[src/rtl/ecclog_pkg.sv]
package ecclog_pkg;

  localparam int unsigned REG_W      = 32;
  localparam int unsigned FIELD_W    = 8;
  localparam int unsigned OFFSET_W   = 4;
  localparam int unsigned KIND_BIT   = 8;

  // Word index taken from offset bits [3:2]
  typedef enum logic [1:0] {
    SEL_LOG  = 2'd0,
    SEL_ALO  = 2'd1,
    SEL_AHI  = 2'd2,
    SEL_STAT = 2'd3
  } reg_sel_e;

  function automatic reg_sel_e decode_sel(input logic [OFFSET_W-1:0] offset);
    return reg_sel_e'(offset[3:2]);
  endfunction

  // Log word: syndrome low byte, kind flag at bit 8, requester in third byte
  function automatic logic [REG_W-1:0] pack_log(input logic [FIELD_W-1:0] syn,
                                                input logic [FIELD_W-1:0] req,
                                                input logic               multi_bit);
    logic [REG_W-1:0] w;
    w         = '0;
    w[7:0]    = syn;
    w[KIND_BIT] = multi_bit;
    w[23:16]  = req;
    return w;
  endfunction

  function automatic logic [REG_W-1:0] addr_low_word(input logic [63:0] a);
    return {a[31:2], 2'b00};
  endfunction

  function automatic logic [REG_W-1:0] addr_high_word(input logic [63:0] a);
    return a[63:32];
  endfunction

endpackage

[src/rtl/ecclog_status.sv]
module ecclog_status (
  input  logic clk,
  input  logic rst_n,
  input  logic report_en,
  input  logic err_pulse,
  input  logic wr_stat,
  input  logic wr_bit0,
  output logic stat_q,
  output logic cap_ev,
  output logic clr_ev,
  output logic irq
);

  // Named events for the capture logic and the assertions
  assign clr_ev = wr_stat && wr_bit0;
  assign cap_ev = report_en && err_pulse && !stat_q && !clr_ev;

  always_ff @(posedge clk) begin
    if (!rst_n) begin
      stat_q <= 1'b0;
    end else if (clr_ev) begin
      stat_q <= 1'b0;
    end else if (cap_ev) begin
      stat_q <= 1'b1;
    end
  end

  assign irq = report_en && stat_q;

  assert_stat_set_R4: assert property (@(posedge clk) disable iff (!rst_n)
    cap_ev |=> stat_q);

  assert_w1c_clears_R6: assert property (@(posedge clk) disable iff (!rst_n)
    clr_ev |=> !stat_q);

  assert_w0_keeps_R6: assert property (@(posedge clk) disable iff (!rst_n)
    (stat_q && wr_stat && !wr_bit0) |=> stat_q);

  assert_off_ignores_R7: assert property (@(posedge clk) disable iff (!rst_n)
    (!report_en && !stat_q) |=> !stat_q);

  assert_tie_clear_wins_R8: assert property (@(posedge clk) disable iff (!rst_n)
    (err_pulse && report_en && wr_stat && wr_bit0) |=> !stat_q);

endmodule

[src/rtl/ecclog_capture.sv]
module ecclog_capture
  import ecclog_pkg::*;
#(
  parameter int unsigned ADDR_W = 40,
  parameter int unsigned SYN_W  = 8,
  parameter int unsigned REQ_W  = 8
) (
  input  logic              clk,
  input  logic              rst_n,
  input  logic              cap_ev,
  input  logic              clr_ev,
  input  logic              locked,
  input  logic [SYN_W-1:0]  syn,
  input  logic [REQ_W-1:0]  req,
  input  logic [ADDR_W-1:0] addr,
  output logic [REG_W-1:0]  log_q,
  output logic [REG_W-1:0]  alo_q,
  output logic [REG_W-1:0]  ahi_q
);

  logic [63:0]      addr_ext;
  logic [REG_W-1:0] log_d;
  logic [REG_W-1:0] alo_d;
  logic [REG_W-1:0] ahi_d;

  assign addr_ext = 64'(addr);
  assign log_d    = pack_log(FIELD_W'(syn), FIELD_W'(req), 1'b0);
  assign alo_d    = addr_low_word(addr_ext);

  generate
    if (ADDR_W > 32) begin : g_wide_addr
      assign ahi_d = addr_high_word(addr_ext);
    end else begin : g_narrow_addr
      assign ahi_d = '0;
    end
  endgenerate

  always_ff @(posedge clk) begin
    if (!rst_n) begin
      log_q <= '0;
      alo_q <= '0;
      ahi_q <= '0;
    end else if (clr_ev) begin
      log_q <= '0;
      alo_q <= '0;
      ahi_q <= '0;
    end else if (cap_ev) begin
      log_q <= log_d;
      alo_q <= alo_d;
      ahi_q <= ahi_d;
    end
  end

  assert_syn_loaded_R2: assert property (@(posedge clk) disable iff (!rst_n)
    cap_ev |=> (log_q[7:0] == FIELD_W'($past(syn))) && !log_q[KIND_BIT]);

  assert_req_loaded_R2: assert property (@(posedge clk) disable iff (!rst_n)
    cap_ev |=> log_q[23:16] == FIELD_W'($past(req)));

  assert_addr_lsb_zero_R3: assert property (@(posedge clk) disable iff (!rst_n)
    alo_q[1:0] == 2'b00);

  assert_log_locked_R5: assert property (@(posedge clk) disable iff (!rst_n)
    (locked && !clr_ev) |=> $stable(log_q) && $stable(alo_q) && $stable(ahi_q));

  assert_clear_empties_R6: assert property (@(posedge clk) disable iff (!rst_n)
    clr_ev |=> (log_q == '0) && (alo_q == '0) && (ahi_q == '0));

endmodule

[src/rtl/ecclog_regmux.sv]
module ecclog_regmux
  import ecclog_pkg::*;
(
  input  logic                clk,
  input  logic                rst_n,
  input  logic [OFFSET_W-1:0] rd_offset,
  input  logic [REG_W-1:0]    log_q,
  input  logic [REG_W-1:0]    alo_q,
  input  logic [REG_W-1:0]    ahi_q,
  input  logic                stat_q,
  output logic [REG_W-1:0]    rdata
);

  reg_sel_e rd_sel;
  assign rd_sel = decode_sel(rd_offset);

  always_comb begin
    unique case (rd_sel)
      SEL_LOG:  rdata = log_q;
      SEL_ALO:  rdata = alo_q;
      SEL_AHI:  rdata = ahi_q;
      SEL_STAT: rdata = {{(REG_W-1){1'b0}}, stat_q};
      default:  rdata = '0;
    endcase
  end

  assert_log_spare_zero_R2: assert property (@(posedge clk) disable iff (!rst_n)
    (rd_sel == SEL_LOG) |-> (rdata[31:24] == 8'h00) && (rdata[15:9] == 7'h00));

  assert_stat_spare_zero_R4: assert property (@(posedge clk) disable iff (!rst_n)
    (rd_sel == SEL_STAT) |-> (rdata[31:1] == 31'h0));

endmodule

[src/rtl/ecc_err_logger.sv]
module ecc_err_logger
  import ecclog_pkg::*;
#(
  parameter int unsigned ADDR_W = 40,
  parameter int unsigned SYN_W  = 8,
  parameter int unsigned REQ_W  = 8
) (
  input  logic              clk,
  input  logic              rst_n,
  input  logic              report_en,
  input  logic              err_pulse,
  input  logic [SYN_W-1:0]  err_syndrome,
  input  logic [REQ_W-1:0]  err_req_id,
  input  logic [ADDR_W-1:0] err_addr,
  input  logic              reg_wr,
  input  logic [3:0]        reg_addr,
  input  logic [31:0]       reg_wdata,
  output logic [31:0]       reg_rdata,
  output logic              irq
);

  reg_sel_e         wr_sel;
  logic             wr_stat;
  logic             stat_q;
  logic             cap_ev;
  logic             clr_ev;
  logic [REG_W-1:0] log_q;
  logic [REG_W-1:0] alo_q;
  logic [REG_W-1:0] ahi_q;
  logic             unused_wdata;

  assign wr_sel       = decode_sel(reg_addr);
  assign wr_stat      = reg_wr && (wr_sel == SEL_STAT);
  assign unused_wdata = ^{reg_wdata[31:1], reg_addr[1:0]};

  ecclog_status u_status (
    .clk       (clk),
    .rst_n     (rst_n),
    .report_en (report_en),
    .err_pulse (err_pulse),
    .wr_stat   (wr_stat),
    .wr_bit0   (reg_wdata[0]),
    .stat_q    (stat_q),
    .cap_ev    (cap_ev),
    .clr_ev    (clr_ev),
    .irq       (irq)
  );

  ecclog_capture #(
    .ADDR_W (ADDR_W),
    .SYN_W  (SYN_W),
    .REQ_W  (REQ_W)
  ) u_capture (
    .clk    (clk),
    .rst_n  (rst_n),
    .cap_ev (cap_ev),
    .clr_ev (clr_ev),
    .locked (stat_q),
    .syn    (err_syndrome),
    .req    (err_req_id),
    .addr   (err_addr),
    .log_q  (log_q),
    .alo_q  (alo_q),
    .ahi_q  (ahi_q)
  );

  ecclog_regmux u_regmux (
    .clk       (clk),
    .rst_n     (rst_n),
    .rd_offset (reg_addr),
    .log_q     (log_q),
    .alo_q     (alo_q),
    .ahi_q     (ahi_q),
    .stat_q    (stat_q),
    .rdata     (reg_rdata)
  );

  assert_ro_writes_R9: assert property (@(posedge clk) disable iff (!rst_n)
    (reg_wr && (wr_sel != SEL_STAT) && !err_pulse) |=>
      $stable(log_q) && $stable(alo_q) && $stable(ahi_q) && $stable(stat_q));

endmodule

[config.mk]
export PLATFORM = sky130hd
export DESIGN_NAME = ecc_err_logger
export DESIGN_NICKNAME = d
export VERILOG_FILES = /design/src/rtl/ecclog_pkg.sv /design/src/rtl/ecclog_status.sv /design/src/rtl/ecclog_capture.sv /design/src/rtl/ecclog_regmux.sv /design/src/rtl/ecc_err_logger.sv
export SDC_FILE = /design/constraint.sdc
export NUM_CORES = 1
export LEC_CHECK = 0
export ABC_AREA = 1
export BUFFER_PORTS_ARGS = -buffer_cell sky130_fd_sc_hd__buf_2
export CAP_MARGIN = 10
export CORE_UTILIZATION = 46
export DETAILED_ROUTE_END_ITERATION = 10
export PLACE_DENSITY = 0.78
export SYNTH_ARGS = -nofsm -noshare
export SYNTH_HDL_FRONTEND = slang
export SYNTH_SLANG_ARGS = --single-unit
[constraint.sdc]
create_clock -name clk -period 1.4 [get_ports clk]
set_input_delay 0 -clock clk [delete_from_list [all_inputs] [get_ports clk]]
set_output_delay 0 -clock clk [all_outputs]
set_load 0.005 [all_outputs]
==> metrics.sh <==
POWER_DENSITY_nW_PER_UM2=868
IR_WORST_VDD_mV=0.712
POSTSYNTHREGISTERBITS=55
PWR-SHARE-SEQ=0.523
LAYOUT_COMMONEST_CELL='nand2_1'
POWER.CLOCK.FRACTION=0.251
TIMING.MAX_CAP.VIOLATIONS=0
DETAIL_ROUTE.WL_PER_CELL_UM=11.2
SLOWEST_CP_CELL='dfxtp_1'
CRITPATHARRIVALTIME_NS=1.43
FINALHOLDWORSTSLACK_NS=0.146
SETUP.WORST_PATH.END_CLASS='register'
YS_WARN_COUNT=0
CTS_TREE='yes'
CRITICAL_PATH.REG2REG.ENDPOINT='u_capture.log_q[5]$_SDFFE_PP0P_'
STD_CELL_ROWS=27
RUN_STATUS='finished clean'
FIN_WS_NS=0.174
SYN-MEAN-INSTANCE-AREA_UM2=6.54
CELLLEAKAGEPOWER_nW=1.98
TRITONCTS_NUM_SINKS=55
REG2REG_SETUP_SLACK_NS=0.17
MIN_DELAY_WORST_ENDPOINT='u_status.stat_q$_SDFFE_PP0P_'
TIGHTESTPINTRANSITION_NS=0.332
DETAIL_ROUTE.WIRELENGTH_UM=6970
CRIT_FANOUT=30
FINAL.MIN_CLOCK_PERIOD_NS=1.23
CORE-AREA_UM2=5570
FIN_TNS_SETUP_NS=0
FINAL_MAX_SLEW_VIOLATION_COUNT=0
REPORT.FINAL.SETUP_VIOL=0
MIN_PATH_TYPE='primary input to register'
FINAL_NET_COUNT=651
DRIVE_ABOVE_1_SHARE=0.255
CLKLATENCYLATEPIN_NS=0.31
GRT_MAX_DEGREE=56
HPWL_UM=4130
YS_TYPES=17
PLACE_WORST_SETUP_SLACK_NS=0.199
SWITCHING_SHARE=0.279
TIMING_HOLD_VIOLATIONS_FINAL=0
CTS_MADE_BUFFERS=5
DETAIL_ROUTE.FIRST_PASS.ITERATIONS=4
HOLD_PATH_DEPTH=4
INT_PWR_mW=2.37
SYN_NETS=507
ALL_LAYER_GR_USAGE=0.240
WORST_PATH_DOMINANT_CELL_FAMILY='simple AND/OR/NAND/NOR gates'
FLOORPLAN.INITIALDENSITY=0.481
SWITCHINGPOWER_mW=0.915
ANTENNA_VIOLATING_NETS_POST_ROUTE=0
UNREPAIRED_SETUP_ENDPOINTS_AFTER_GLOBAL_ROUTING='false'
DRC=0
FILLERS=476
FF2FF_PATH_DEPTH=5
FIRST_ITER_VIOLATIONS=87
AREA_GROWTH_SYNTH_TO_FINISH_PCT=40.9
ROUTED_VIA_DENSITY=4.54
CRITICAL-PATH-TOP-CELL-BY-COUNT='nor2_1'
YS_SEQ_AREA_FRAC=0.410
CLOCK.FMAX_GHz=0.816
CP-START-KIND='register'
IO_BUFFER_COUNT=94
CTS-HTREE-LEVELS=2
DIEWIDTH_UM=78.4
POST_SYNTH_INST_COUNT=410
LAYOUT_COMMON_CELLS='118 x nand2_1, 107 x nor2_1, 94 x buf_2'
FINALCRITPERIODSHARE=0.876
COUNT_OF_CELLS_RESIZED_BY_POST_CTS_REPAIR=0
ROUTE.VIAS.TOTAL=2837
CRITICAL_PATH.REG2REG.STARTPOINT='u_status.stat_q$_SDFFE_PP0P_'
FIN_UTIL=0.678
ANTENNA_CELLS=0
FLOORPLAN.DIE.HEIGHT_UM=78.4
PATH_CLASS='register to register'
CLOCK_TREE.BUFFER_DEPTH=2
CP.REQUIRED_NS=1.60
SKEW_NS=0.0111
SYN-CELL-AREA_UM2=2680
LOGIC_PWR_SHARE=0.226
RELSLEWSLACK=0.779
PLACE_CONGESTION=0.757
NUMBER_OF_ANTENNA_VIOLATIONS_AT_THE_FIRST_CHECK_IN_GLOBAL_ROUTING=0
DIE_OUTLINE_AREA_UM2=6140
POST-CTS-SETUP-BUFFER-COUNT=0
CRIT_BUF_INV=1
IO_PINS=130
GLOBALROUTE.TOTALOVERFLOW=0
CPPEAKSTAGEDELAY_NS=0.35
CTS_ROOT_BUF='clkbuf_8'
CRITICAL_PATH.CELL_CHAIN='nor2_1, nand2_4, buf_4, nor2_1, nor2_2'
GRT_PASS1_VIAS=2849
CLK_PIN_SLEW_NS=0.08
GRT_PASS1_WL_UM=11700
MIN_FROM='err_pulse'
[metal layers]
| layer | share of wire | track usage | vias up | routed length, um |
|---|---|---|---|---|
| li1 | - | - | 1478 | - |
| met1 | 0.42 | 0.256 | 1254 | 2950 |
| met2 | 0.50 | 0.451 | 92 | 3470 |
| met3 | 0.063 | 0.0593 | 13 | 442 |
| met4 | 0.016 | 0.0870 | 0 | 112 |
| met5 | 0 | 0 | - | 0 |
[how the worst max path moves through the flow]
stage                                             to  slack [ns]                         start  cells after the start
floorplan           u_capture.alo_q[30]$_SDFFE_PP0P_        0.34  u_status.stat_q$_SDFFE_PP0P_                      6
global route         u_capture.ahi_q[6]$_SDFFE_PP0P_        0.08  u_status.stat_q$_SDFFE_PP0P_                      5
finish               u_capture.log_q[5]$_SDFFE_PP0P_        0.17  u_status.stat_q$_SDFFE_PP0P_                      5
global placement     u_capture.ahi_q[3]$_SDFFE_PP0P_        0.23  u_status.stat_q$_SDFFE_PP0P_                      5
detailed placement   u_capture.log_q[5]$_SDFFE_PP0P_        0.20  u_status.stat_q$_SDFFE_PP0P_                      5
CTS                  u_capture.log_q[5]$_SDFFE_PP0P_        0.19  u_status.stat_q$_SDFFE_PP0P_                      5
[cells by family after synthesis]
logic type / after synthesis / share of synthesized area
AND/OR/NAND/NOR: 259 / 0.401
buffers and inverters: 79 / 0.145
AO/OA/AOI/OAI: 17 / 0.0434
flip-flops: 55 / 0.410
[layout make-up]
| type | count | area [um2] | share of cell area |
|---|---|---|---|
| sequential | 55 | 1100 | 0.291 |
| tap | 72 | 90.1 | 0.0238 |
| multi-input combinational | 276 | 1200 | 0.317 |
| timing repair buffer | 154 | 1080 | 0.286 |
| clock buffer | 5 | 68.8 | 0.0182 |
| inverter | 62 | 233 | 0.0616 |
| clock inverter | 1 | 7.51 | 0.00199 |
[registers in the layout (all words and copies together) (netlist names)]
name and count:
u_capture.ahi_q 8, u_capture.alo_q 30, u_capture.log_q 16, u_status.stat_q 1
[worst register-to-register path, cell delays in order (launching register included)]
cell	delay [ns]
dfxtp_1	0.35
nor2_1	0.25
nand2_4	0.07
buf_4	0.23
nor2_1	0.18
nor2_2	0.04
[power groups by stage]
stage               clock, mW  combinational, mW  sequential [mW]
floorplan                   0              0.434             1.74
global placement            0              0.596             1.75
detailed placement          0              0.612             1.75
CTS                     0.867              0.732             1.72
global route            0.909              0.836             1.73
finish                  0.824              0.741             1.72
[cells in the mapped netlist]
| cell | n | area, um2 |
|---|---|---|
| nand2_1 | 118 | 443 |
| nor2_1 | 107 | 402 |
| inv_1 | 60 | 225 |
| dfxtp_1 | 55 | 1100 |
| nor2_2 | 19 | 119 |
| nand2_2 | 10 | 62.6 |
| buf_6 | 9 | 101 |
| o22ai_1 | 9 | 56.3 |
| buf_2 | 7 | 35.0 |
| o211ai_1 | 7 | 52.6 |
| nor2_4 | 3 | 33.8 |
| buf_12 | 1 | 20.0 |
| clkinv_1 | 1 | 3.75 |
| inv_2 | 1 | 3.75 |
| nand2_4 | 1 | 11.3 |
| nand3_1 | 1 | 5.00 |
| o21a_1 | 1 | 7.51 |
[stage by stage]
stage / total power, mW / cells / area (um2)
floorplan: 2.17 / 410 / 2680
global placement: 2.34 / 565 / 3160
detailed placement: 2.36 / 565 / 3160
CTS: 3.31 / 625 / 3780
global route: 3.47 / 625 / 3780
finish: 3.28 / 625 / 3780
[repair_timing]
item,CTS,global route
endpoints found under the hold margin,54,0
endpoints found under the setup margin,0,0
hold buffers,54,0
(Power assumes the default switching activity.)
